==> src/rtl/hdlcChanPkg.sv <==
package hdlcChanPkg;
  // width of the length fields in the packed words
  localparam int LEN_W = 6;

  // strobes from the control module to the datapath
  typedef struct packed {
    logic txFlush;
    logic txPush;
    logic txPushEnd;
    logic txPop;
    logic rxFlush;
    logic rxPush;
    logic rxPop;
    logic rxFromTx;
  } chanStrb_t;
endpackage

==> src/rtl/hdlcByteFifo.sv <==
module hdlcByteFifo #(
  parameter int WIDTH = 8,
  parameter int DEPTH = 32
) (
  input  logic             clk,
  input  logic             rstN,
  input  logic             flush,
  input  logic             push,
  input  logic             pop,
  input  logic [WIDTH-1:0] din,
  output logic [WIDTH-1:0] dout,
  output logic             empty,
  output logic             full,
  output logic             oneLeft
);
  localparam int AW = $clog2(DEPTH);
  localparam int CW = AW + 1;

  logic [WIDTH-1:0] mem [DEPTH];
  logic [AW-1:0]    rdPtr, wrPtr;
  logic [CW-1:0]    count;
  logic             doPush, doPop;

  assign empty   = (count == '0);
  assign full    = (count == CW'(DEPTH));
  assign oneLeft = (count == CW'(1));
  assign doPush  = push && !full;
  assign doPop   = pop && !empty;
  assign dout    = mem[rdPtr];

  always_ff @(posedge clk) begin
    if (!rstN) begin
      rdPtr <= '0;
      wrPtr <= '0;
      count <= '0;
    end else if (flush) begin
      rdPtr <= '0;
      wrPtr <= '0;
      count <= '0;
    end else begin
      if (doPush) wrPtr <= wrPtr + AW'(1);
      if (doPop)  rdPtr <= rdPtr + AW'(1);
      count <= count + CW'(doPush) - CW'(doPop);
    end
  end

  always_ff @(posedge clk) begin
    if (doPush && !flush) mem[wrPtr] <= din;
  end

  // occupancy never passes the depth
  p_count_bound_r2: assert property (@(posedge clk) disable iff (!rstN)
    count <= CW'(DEPTH));
endmodule

==> src/rtl/hdlcChanData.sv <==
module hdlcChanData
  import hdlcChanPkg::*;
#(
  parameter int DEPTH = 32
) (
  input  logic      clk,
  input  logic      rstN,
  input  chanStrb_t strb,
  input  logic [7:0] txByteIn,
  input  logic [7:0] rxByteIn,
  output logic [7:0] txHeadByte,
  output logic      txHeadEnd,
  output logic      txEmpty,
  output logic      txFull,
  output logic      txLast,
  output logic [7:0] rxHeadByte,
  output logic      rxEmpty,
  output logic      rxFull
);
  logic [8:0] txDin, txDout;
  logic [7:0] rxDin;
  logic       unusedRxOne;

  assign txDin      = {strb.txPushEnd, txByteIn};
  assign txHeadByte = txDout[7:0];
  assign txHeadEnd  = txDout[8];

  // loopback picks the transmit head as receive source
  assign rxDin = strb.rxFromTx ? txDout[7:0] : rxByteIn;

  hdlcByteFifo #(.WIDTH(9), .DEPTH(DEPTH)) u_txFifo (
    .clk(clk), .rstN(rstN), .flush(strb.txFlush), .push(strb.txPush),
    .pop(strb.txPop), .din(txDin), .dout(txDout), .empty(txEmpty),
    .full(txFull), .oneLeft(txLast)
  );

  hdlcByteFifo #(.WIDTH(8), .DEPTH(DEPTH)) u_rxFifo (
    .clk(clk), .rstN(rstN), .flush(strb.rxFlush), .push(strb.rxPush),
    .pop(strb.rxPop), .din(rxDin), .dout(rxHeadByte), .empty(rxEmpty),
    .full(rxFull), .oneLeft(unusedRxOne)
  );

  // loopback writes come only from a transmit pop
  p_loop_src_r13: assert property (@(posedge clk) disable iff (!rstN)
    (strb.rxFromTx && strb.rxPush) |-> strb.txPop);
endmodule

==> src/rtl/hdlcChanCtrl.sv <==
module hdlcChanCtrl
  import hdlcChanPkg::*;
#(
  parameter int DEPTH = 32
) (
  input  logic        clk,
  input  logic        rstN,
  input  logic        ctrlWrEn,
  input  logic [31:0] ctrlWrData,
  input  logic        dataWrEn,
  input  logic        dataRdEn,
  input  logic        statRdEn,
  input  logic        txReq,
  input  logic        rxValid,
  input  logic        rxEnd,
  input  logic        rxCrcOk,
  input  logic        rxAbort,
  input  logic        txEmpty,
  input  logic        txFull,
  input  logic        txLast,
  input  logic        txHeadEnd,
  input  logic        rxEmpty,
  input  logic        rxFull,
  output chanStrb_t   strb,
  output logic [31:0] statusWord,
  output logic        irq,
  output logic [7:0]  engineMode
);
  localparam int CW = $clog2(DEPTH) + 1;

  logic [7:0]       wrCmd, wrMode;
  logic [LEN_W-1:0] wrLen;
  logic             unusedBits;

  logic             txHold, rxHold;
  logic [7:0]       modeReg;
  logic [LEN_W-1:0] loadLeft;
  logic             loadEnd, inFrame;
  logic [2:0]       flags;
  logic [CW-1:0]    rxAvail, availNext;
  logic [LEN_W-1:0] rxLen;
  logic [4:0]       rxStat;

  logic txRst, rxRst, loop, trans, popOk;
  logic inValid, inEnd, inCrc, inAbort;
  logic underEvt, txDoneEvt, ovfEvt, effEnd, rxEvt;

  assign wrCmd      = ctrlWrData[7:0];
  assign wrLen      = ctrlWrData[8 +: LEN_W];
  assign wrMode     = ctrlWrData[23:16];
  assign unusedBits = ^{ctrlWrData[31:24], ctrlWrData[15:14], wrCmd[6], wrCmd[4:1]};

  assign txRst = txHold || (ctrlWrEn && wrCmd[7]);
  assign rxRst = rxHold || (ctrlWrEn && wrCmd[5]);
  assign loop  = modeReg[7];
  assign trans = modeReg[1];
  assign popOk = txReq && !txEmpty && !txRst;

  // receive input selection
  assign inValid = loop ? popOk : rxValid;
  assign inEnd   = loop ? txHeadEnd : rxEnd;
  assign inCrc   = loop ? 1'b1 : rxCrcOk;
  assign inAbort = !loop && rxAbort;

  always_comb begin
    strb           = '0;
    strb.txFlush   = txRst;
    strb.txPush    = dataWrEn && !ctrlWrEn && !txRst && (loadLeft != '0) && !txFull;
    strb.txPushEnd = loadEnd && (loadLeft == LEN_W'(1));
    strb.txPop     = popOk;
    strb.rxFlush   = rxRst;
    strb.rxPush    = inValid && !rxFull && !rxRst;
    strb.rxPop     = dataRdEn && !rxEmpty && !rxRst;
    strb.rxFromTx  = loop;
  end

  assign underEvt  = txReq && txEmpty && inFrame && !txRst;
  assign txDoneEvt = popOk && txLast && !strb.txPush;
  assign ovfEvt    = inValid && rxFull && !rxRst;
  assign effEnd    = inValid && inEnd && !trans;
  assign availNext = rxAvail + CW'(strb.rxPush);
  assign rxEvt     = !rxRst && (ovfEvt || effEnd ||
                     (strb.rxPush && availNext == CW'(DEPTH)));

  always_ff @(posedge clk) begin
    if (!rstN) begin
      txHold   <= 1'b0;
      rxHold   <= 1'b0;
      modeReg  <= '0;
      loadLeft <= '0;
      loadEnd  <= 1'b0;
      inFrame  <= 1'b0;
      flags    <= '0;
      rxAvail  <= '0;
      rxLen    <= '0;
      rxStat   <= '0;
    end else begin
      if (ctrlWrEn) begin
        txHold  <= wrCmd[7];
        rxHold  <= wrCmd[5];
        modeReg <= wrMode;
        if (wrCmd[7]) begin
          loadLeft <= '0;
          loadEnd  <= 1'b0;
        end else begin
          loadLeft <= (wrLen == '0) ? LEN_W'(DEPTH) : wrLen;
          loadEnd  <= wrCmd[0] && !wrMode[1];
        end
      end else if (strb.txPush) begin
        loadLeft <= loadLeft - LEN_W'(1);
      end

      if (txRst)      inFrame <= 1'b0;
      else if (popOk) inFrame <= !txHeadEnd;

      flags <= (statRdEn ? 3'b000 : flags) | {txDoneEvt, underEvt, rxEvt};

      if (rxRst) begin
        rxAvail <= '0;
        rxLen   <= '0;
        rxStat  <= '0;
      end else if (rxEvt) begin
        rxAvail <= '0;
        rxLen   <= LEN_W'(availNext);
        rxStat  <= {rxStat[4] | ovfEvt, effEnd && inAbort, effEnd && !inAbort,
                    effEnd && inCrc, effEnd};
      end else begin
        rxAvail <= availNext;
      end
    end
  end

  assign statusWord = {18'b0, rxLen, flags, rxStat};
  assign irq        = |flags;
  assign engineMode = modeReg;

  // an accepted push always finds room
  p_push_room_r2: assert property (@(posedge clk) disable iff (!rstN)
    strb.txPush |-> !txFull);
  // the end-marked push is the last one of its load
  p_end_last_r3: assert property (@(posedge clk) disable iff (!rstN)
    (strb.txPush && strb.txPushEnd) |=> (loadLeft == '0));
  // underrun only rises after an empty cycle
  p_under_empty_r5: assert property (@(posedge clk) disable iff (!rstN)
    $rose(flags[1]) |-> $past(txEmpty));
  // a held transmit reset leaves the FIFO empty
  p_flush_tx_r6: assert property (@(posedge clk) disable iff (!rstN)
    txHold |=> txEmpty);
  // reported length never exceeds the depth
  p_len_bound_r8: assert property (@(posedge clk) disable iff (!rstN)
    rxLen <= LEN_W'(DEPTH));
  // a held receive reset empties FIFO and length
  p_flush_rx_r10: assert property (@(posedge clk) disable iff (!rstN)
    rxHold |=> (rxEmpty && rxLen == '0));
  // transparent mode never stores an end mark
  p_trans_no_end_r11: assert property (@(posedge clk) disable iff (!rstN)
    (strb.txPush && trans) |-> !strb.txPushEnd);
  // a read with no new event leaves all flags clear
  p_read_clears_r12: assert property (@(posedge clk) disable iff (!rstN)
    (statRdEn && !txDoneEvt && !underEvt && !rxEvt) |=> (flags == 3'b000));
endmodule

==> src/rtl/hdlcChanIf.sv <==
module hdlcChanIf
  import hdlcChanPkg::*;
#(
  parameter int DEPTH = 32
) (
  input  logic        clk,
  input  logic        rstN,
  input  logic        ctrlWrEn,
  input  logic [31:0] ctrlWrData,
  input  logic        dataWrEn,
  input  logic [7:0]  dataWrData,
  input  logic        dataRdEn,
  output logic [7:0]  dataRdData,
  output logic        rxNotEmpty,
  input  logic        statRdEn,
  output logic [31:0] statusWord,
  output logic        irq,
  output logic [7:0]  engineMode,
  input  logic        txReq,
  output logic        txValid,
  output logic [7:0]  txByte,
  output logic        txEnd,
  input  logic        rxValid,
  input  logic [7:0]  rxByte,
  input  logic        rxEnd,
  input  logic        rxCrcOk,
  input  logic        rxAbort
);
  chanStrb_t strb;
  logic txEmpty, txFull, txLast, txHeadEnd, rxEmpty, rxFull;

  hdlcChanCtrl #(.DEPTH(DEPTH)) u_ctrl (
    .clk(clk), .rstN(rstN), .ctrlWrEn(ctrlWrEn), .ctrlWrData(ctrlWrData),
    .dataWrEn(dataWrEn), .dataRdEn(dataRdEn), .statRdEn(statRdEn),
    .txReq(txReq), .rxValid(rxValid), .rxEnd(rxEnd), .rxCrcOk(rxCrcOk),
    .rxAbort(rxAbort), .txEmpty(txEmpty), .txFull(txFull), .txLast(txLast),
    .txHeadEnd(txHeadEnd), .rxEmpty(rxEmpty), .rxFull(rxFull), .strb(strb),
    .statusWord(statusWord), .irq(irq), .engineMode(engineMode)
  );

  hdlcChanData #(.DEPTH(DEPTH)) u_data (
    .clk(clk), .rstN(rstN), .strb(strb), .txByteIn(dataWrData),
    .rxByteIn(rxByte), .txHeadByte(txByte), .txHeadEnd(txHeadEnd),
    .txEmpty(txEmpty), .txFull(txFull), .txLast(txLast),
    .rxHeadByte(dataRdData), .rxEmpty(rxEmpty), .rxFull(rxFull)
  );

  assign txValid    = !txEmpty;
  assign txEnd      = txHeadEnd;
  assign rxNotEmpty = !rxEmpty;
endmodule

==> config.mk <==
export PLATFORM = sky130hd
export DESIGN_NAME = hdlcChanIf
export DESIGN_NICKNAME = d
export VERILOG_FILES = /design/src/rtl/hdlcChanPkg.sv /design/src/rtl/hdlcByteFifo.sv /design/src/rtl/hdlcChanData.sv /design/src/rtl/hdlcChanCtrl.sv /design/src/rtl/hdlcChanIf.sv
export SDC_FILE = /design/constraint.sdc
export NUM_CORES = 1
export LEC_CHECK = 0
export BUFFER_PORTS_ARGS = -buffer_cell sky130_fd_sc_hd__buf_4
export CORE_ASPECT_RATIO = 2
export CORE_UTILIZATION = 45
export CTS_CLUSTER_DIAMETER = 120
export DETAILED_ROUTE_END_ITERATION = 6
export SKIP_LAST_GASP = 1
export SLEW_MARGIN = 0
export SYNTH_ARGS = -nofsm -noshare
export SYNTH_HDL_FRONTEND = slang
export SYNTH_HIERARCHICAL = 1
export SYNTH_SLANG_ARGS = --single-unit
==> constraint.sdc <==
create_clock -name clk -period 4 [get_ports clk]
set_input_delay 0 -clock clk [delete_from_list [all_inputs] [get_ports clk]]
set_output_delay 0 -clock clk [all_outputs]
set_load 0.05 [all_outputs]
* Yosys cells after proc, flatten, opt, wreduce, memory -nomap -nowiden
Memory sizes are Yosys's and may differ from the RTL's. A register that Yosys moved wholly into a read port is not among the register bits. Index checks and enable logic that the tools add are counted.
Word-level totals: memories kept 2, flip-flop bits (word level) 70, output and inout port bits 60, input bits 59, RAM bits 544, logic and storage cells 115
Operators by class: eq/ne operators 5, mux-type cells 18, bitwise operators 3, reductions and logical operators 61, add/sub/neg operators 10
Memory list:
- u_data.u_txFifo.mem | words 32, width 9, read ports 1, clocked after memory_dff 1, write ports 1, line hdlcByteFifo.sv:19 | logic [WIDTH-1:0] mem [DEPTH];
- u_data.u_rxFifo.mem | words 32, width 8, read ports 1, clocked after memory_dff 1, write ports 1, line hdlcByteFifo.sv:19
Operators by type and width (count):
- logical AND 1 bit | 35
- two-way mux 6 bit | 4
- adder 5 x 1 -> 5 bit (second input constant) | 4
- two-way mux 5 bit | 4
- adder 6 x 1 -> 6 bit | 3
- equality test 6 bit (second input constant) | 3
- logical NOT 6 bit | 3
- logical NOT 1 bit | 13
- equality test 6 x 1 -> 1 bit (second input constant) | 2
- subtractor 6 x 1 -> 6 bit | 2
- two-way mux 1 bit | 8
- two-way mux 8 bit | 1
- nonzero test 6 bit | 1
- OR reduction 3 bit | 2
- subtractor 6 x 1 -> 6 bit (second input constant) | 1
- logical OR 1 bit | 4
- OR reduction 2 bit | 2
- two-way mux 3 bit | 1
- bitwise OR 3 bit | 1
- nonzero test 2 bit | 1
- NOT 1 bit | 1
- bitwise OR 1 bit | 1

* Logic depth before layout (Yosys ltp)
depth in word-level cells 13, gate-level depth with buffers 17

* Cells and area by module
Netlist, hierarchy kept.
By module, submodules not included:
- hdlcByteFifo at u_data.u_txFifo | area each 12204.2 sq um, cells an instance 679, sequential area each 9068.7 sq um, instances 1
- hdlcByteFifo at u_data.u_rxFifo | area each 11070.6 sq um, cells an instance 624, sequential area each 8107.8 sq um, instances 1
- hdlcChanCtrl | area each 2011.9 sq um, cells an instance 215, sequential area each 760.7 sq um, instances 1
- hdlcChanData | area each 131.4 sq um, cells an instance 9, sequential area each 0.0 sq um, instances 1
- hdlcChanIf | area each 7.5 sq um, cells an instance 2, sequential area each 0.0 sq um, instances 1

* Least setup slack after synthesis
No wires, ideal clock.
kind register to register, start reg (tool-made name), end reg u_ctrl.rxLen[4], slack 717 ps, clock period less this slack 3283 ps, data arrival time 3225 ps, buffers on the path 1, cell stages (with the launch flop) 10, data required time 3943 ps, library setup time 57 ps, cell sequence dfxtp_1 > buf_2 > mux4_2 > a221oi_1 > nand3_1 > nand4b_1 > o22ai_1 > a211o_1 > o21ai_1 > o22a_2
RTL lines:
- end signal: assignment | line hdlcChanCtrl.sv:124 | rxLen <= LEN_W'(availNext);
- end: declaration | line hdlcChanCtrl.sv:41 | logic [LEN_W-1:0] rxLen;

==> out/results.ini <==
[job]
drv_cap = 0

[power_and_ir_drop]
clock_power_share_pct = 39.4
p_per_area_nw_per_um2 = 470
power_mw = 14.0
pwr-share-comb_pct = 9.0
pwr-share-seq_pct = 51.6
power.net_switching_mw = 3.20
switching_share_pct = 22.9
p_int_mw = 10.8
cellLeakagePower_nw = 9.80
vdd_drop_max_v = 0.000352

[cells_and_area]
final_cell_mix = edfxtp_1, buf_4, mux2i_1, nor2_1, dfxtp_1
multiInputGateArea_um2 = 6860
layout_commonest_cell = edfxtp_1
regArea_um2 = 17900
stdcell_area_um2 = 29700
num-fill-cells = 4526
nNetsFinal = 1842
area_delta_synth_final_pct = 17.0
drive_above_1_share_pct = 18.9

[timing]
min_period_ps = 3620
hold_ws_ps = 48.6
worst_pin_slew_ps = 1180
setup_viol = 0
maxSlewViolCount = 0
timing.final.crit_share_pct = 90.4
skew_ps = 16.7
slew_headroom_pct = 21.1
fmax_mhz = 276
hold_violations = 0

[die]
io_pins = 119
die_height_um = 338
initial_utilization_pct = 45.7
fp.coreArea_um2 = 55600
die_w_um = 170
num_rows = 122
die_area_um2 = 57500

[placement]
port_buffers = 85
routabilityCongestion = 0.887
dpl-instance-area_um2 = 27200
hpwlAfterDp_um = 40500

[routing]
top_layer_used = met4
via_count = 13800
routed_wl_um = 57700
vias_per_cell = 5.42
wl_met2_um = 34000
drt_iter0_drc = 779
dr_wl_met3_um = 1440
first_pass_iters = 4
wl_per_cell_um = 22.7
wl_met1_um = 19700
drc = 0
ant_nets = 0

[critical_path]
cp.required_ps = 4530
critPathKind = flip-flop to flip-flop
r2r_cells = 15
crit_path_end_kind = flip-flop
arrival_ps = 4150
reg2reg_slack_ps = 380
r2r_start = u_data/u_txFifo/count[2]
rr_endpoint = u_ctrl/rxLen[1]
critPathMaxFanout = 9
startpoint_type = flip-flop

[global_route]
antenna_found_initial = 1
grtUsageTotal_pct = 20.4
grt_overflow = 0
grt_max_degree = 47
grt_pass1_vias = 14500
grt_first_pass_wirelength_um = 86700

[cts]
cts_setup_buffers = 0
clk_pin_slew_ps = 70
cts_buffers = 54
htreeDepth = 2
clk_latency_ps = 600
clock-root-buffer = clkbuf_16
cts_buffer_depth = 3
cts_sinks = 624
cts_tree = built

[worst_hold_path]
hold_start = txReq
hold_path_class = primary input to flip-flop
holdPathStages = 5

[synth]
syn_avg_cell_area_um2 = 16.6
synth_warnings = 6
syn_area_um2 = 25400
syn_inst = 1528

[run_status]
status = completed

## worst max path at each step
stage / cells after the start / from / endpoint
floorplan: 9 / flip-flop / u_ctrl/rxLen[4]
global placement: 16 / u_data/u_txFifo/count[2] / u_data/u_txFifo/count[4]
detailed placement: 15 / u_data/u_txFifo/count[2] / u_ctrl/rxLen[0]
CTS: 15 / u_data/u_txFifo/count[2] / u_ctrl/rxLen[1]
global route: 15 / u_data/u_txFifo/count[2] / u_ctrl/rxLen[1]
finish: 15 / u_data/u_txFifo/count[2] / u_ctrl/rxLen[1]
## worst max-delay path, stage by stage (launching register included)
cell	delay (ps)
dfxtp_1	320
inv_1	80
ha_1	190
nand4bb_1	250
inv_1	230
nor2b_1	70
a32oi_1	320
nor3_1	90
buf_4	170
ha_1	210
ha_1	240
nor3_1	180
a31oi_1	90
a2111oi_4	450
o21a_1	420
o221a_2	260
## cell type report
type | instances | area share (%)
antenna | 1 | 0.00841
sequential | 624 | 60.3
timing repair buffer | 236 | 6.67
tap | 744 | 3.13
clock inverter | 34 | 1.44
clock buffer | 67 | 4.81
inverter | 43 | 0.543
multi-input combinational | 789 | 23.1
## metrics by stage
stage | worst slack [ps] | instances | setup TNS, ps | utilization, %
final | 383 | 2538 | 0 | 53.5
after CTS | 394 | 2537 | 0 | 53.5
after detailed placement | 423 | 2371 | 0 | 49.0
after floorplan | 717 | 1545 | 0 | -
after global placement | 481 | 2371 | 0 | 49.0
after global routing | -0.821 | 2538 | -1.73 | 53.5
## per-layer routing
metal	up-vias	GRT usage [%]
li1	6371	-
met1	7028	20.0
met2	244	41.2
met3	114	2.23
met4	0	9.22
met5	-	0
## flip-flops by register name, indices dropped and copies added, names as in the netlist, 6 cells and up, named ones only
name,count
u_data/u_txFifo/mem,288
u_ctrl/engineMode,8
u_data/u_rxFifo/mem,256
u_ctrl/rxLen,6
u_ctrl/rxAvail,6
u_data/u_rxFifo/count,6
u_data/u_txFifo/count,6
u_ctrl/loadLeft,6
## power by group through the flow
stage                     logic, mW  clock network [mW]  registers, mW
after floorplan               0.774                   0           7.38
after global placement         1.18                   0           7.35
after detailed placement       1.21                   0           7.35
after CTS                      1.27                5.62           7.21
after global routing           1.38                5.85           7.21
final                          1.26                5.50           7.21
## what timing repair did
item	CTS	global route
hold endpoints to repair	287	0
hold buffers	65	0
gates resized for setup	0	0
Power figures use the tool's default switching activity.
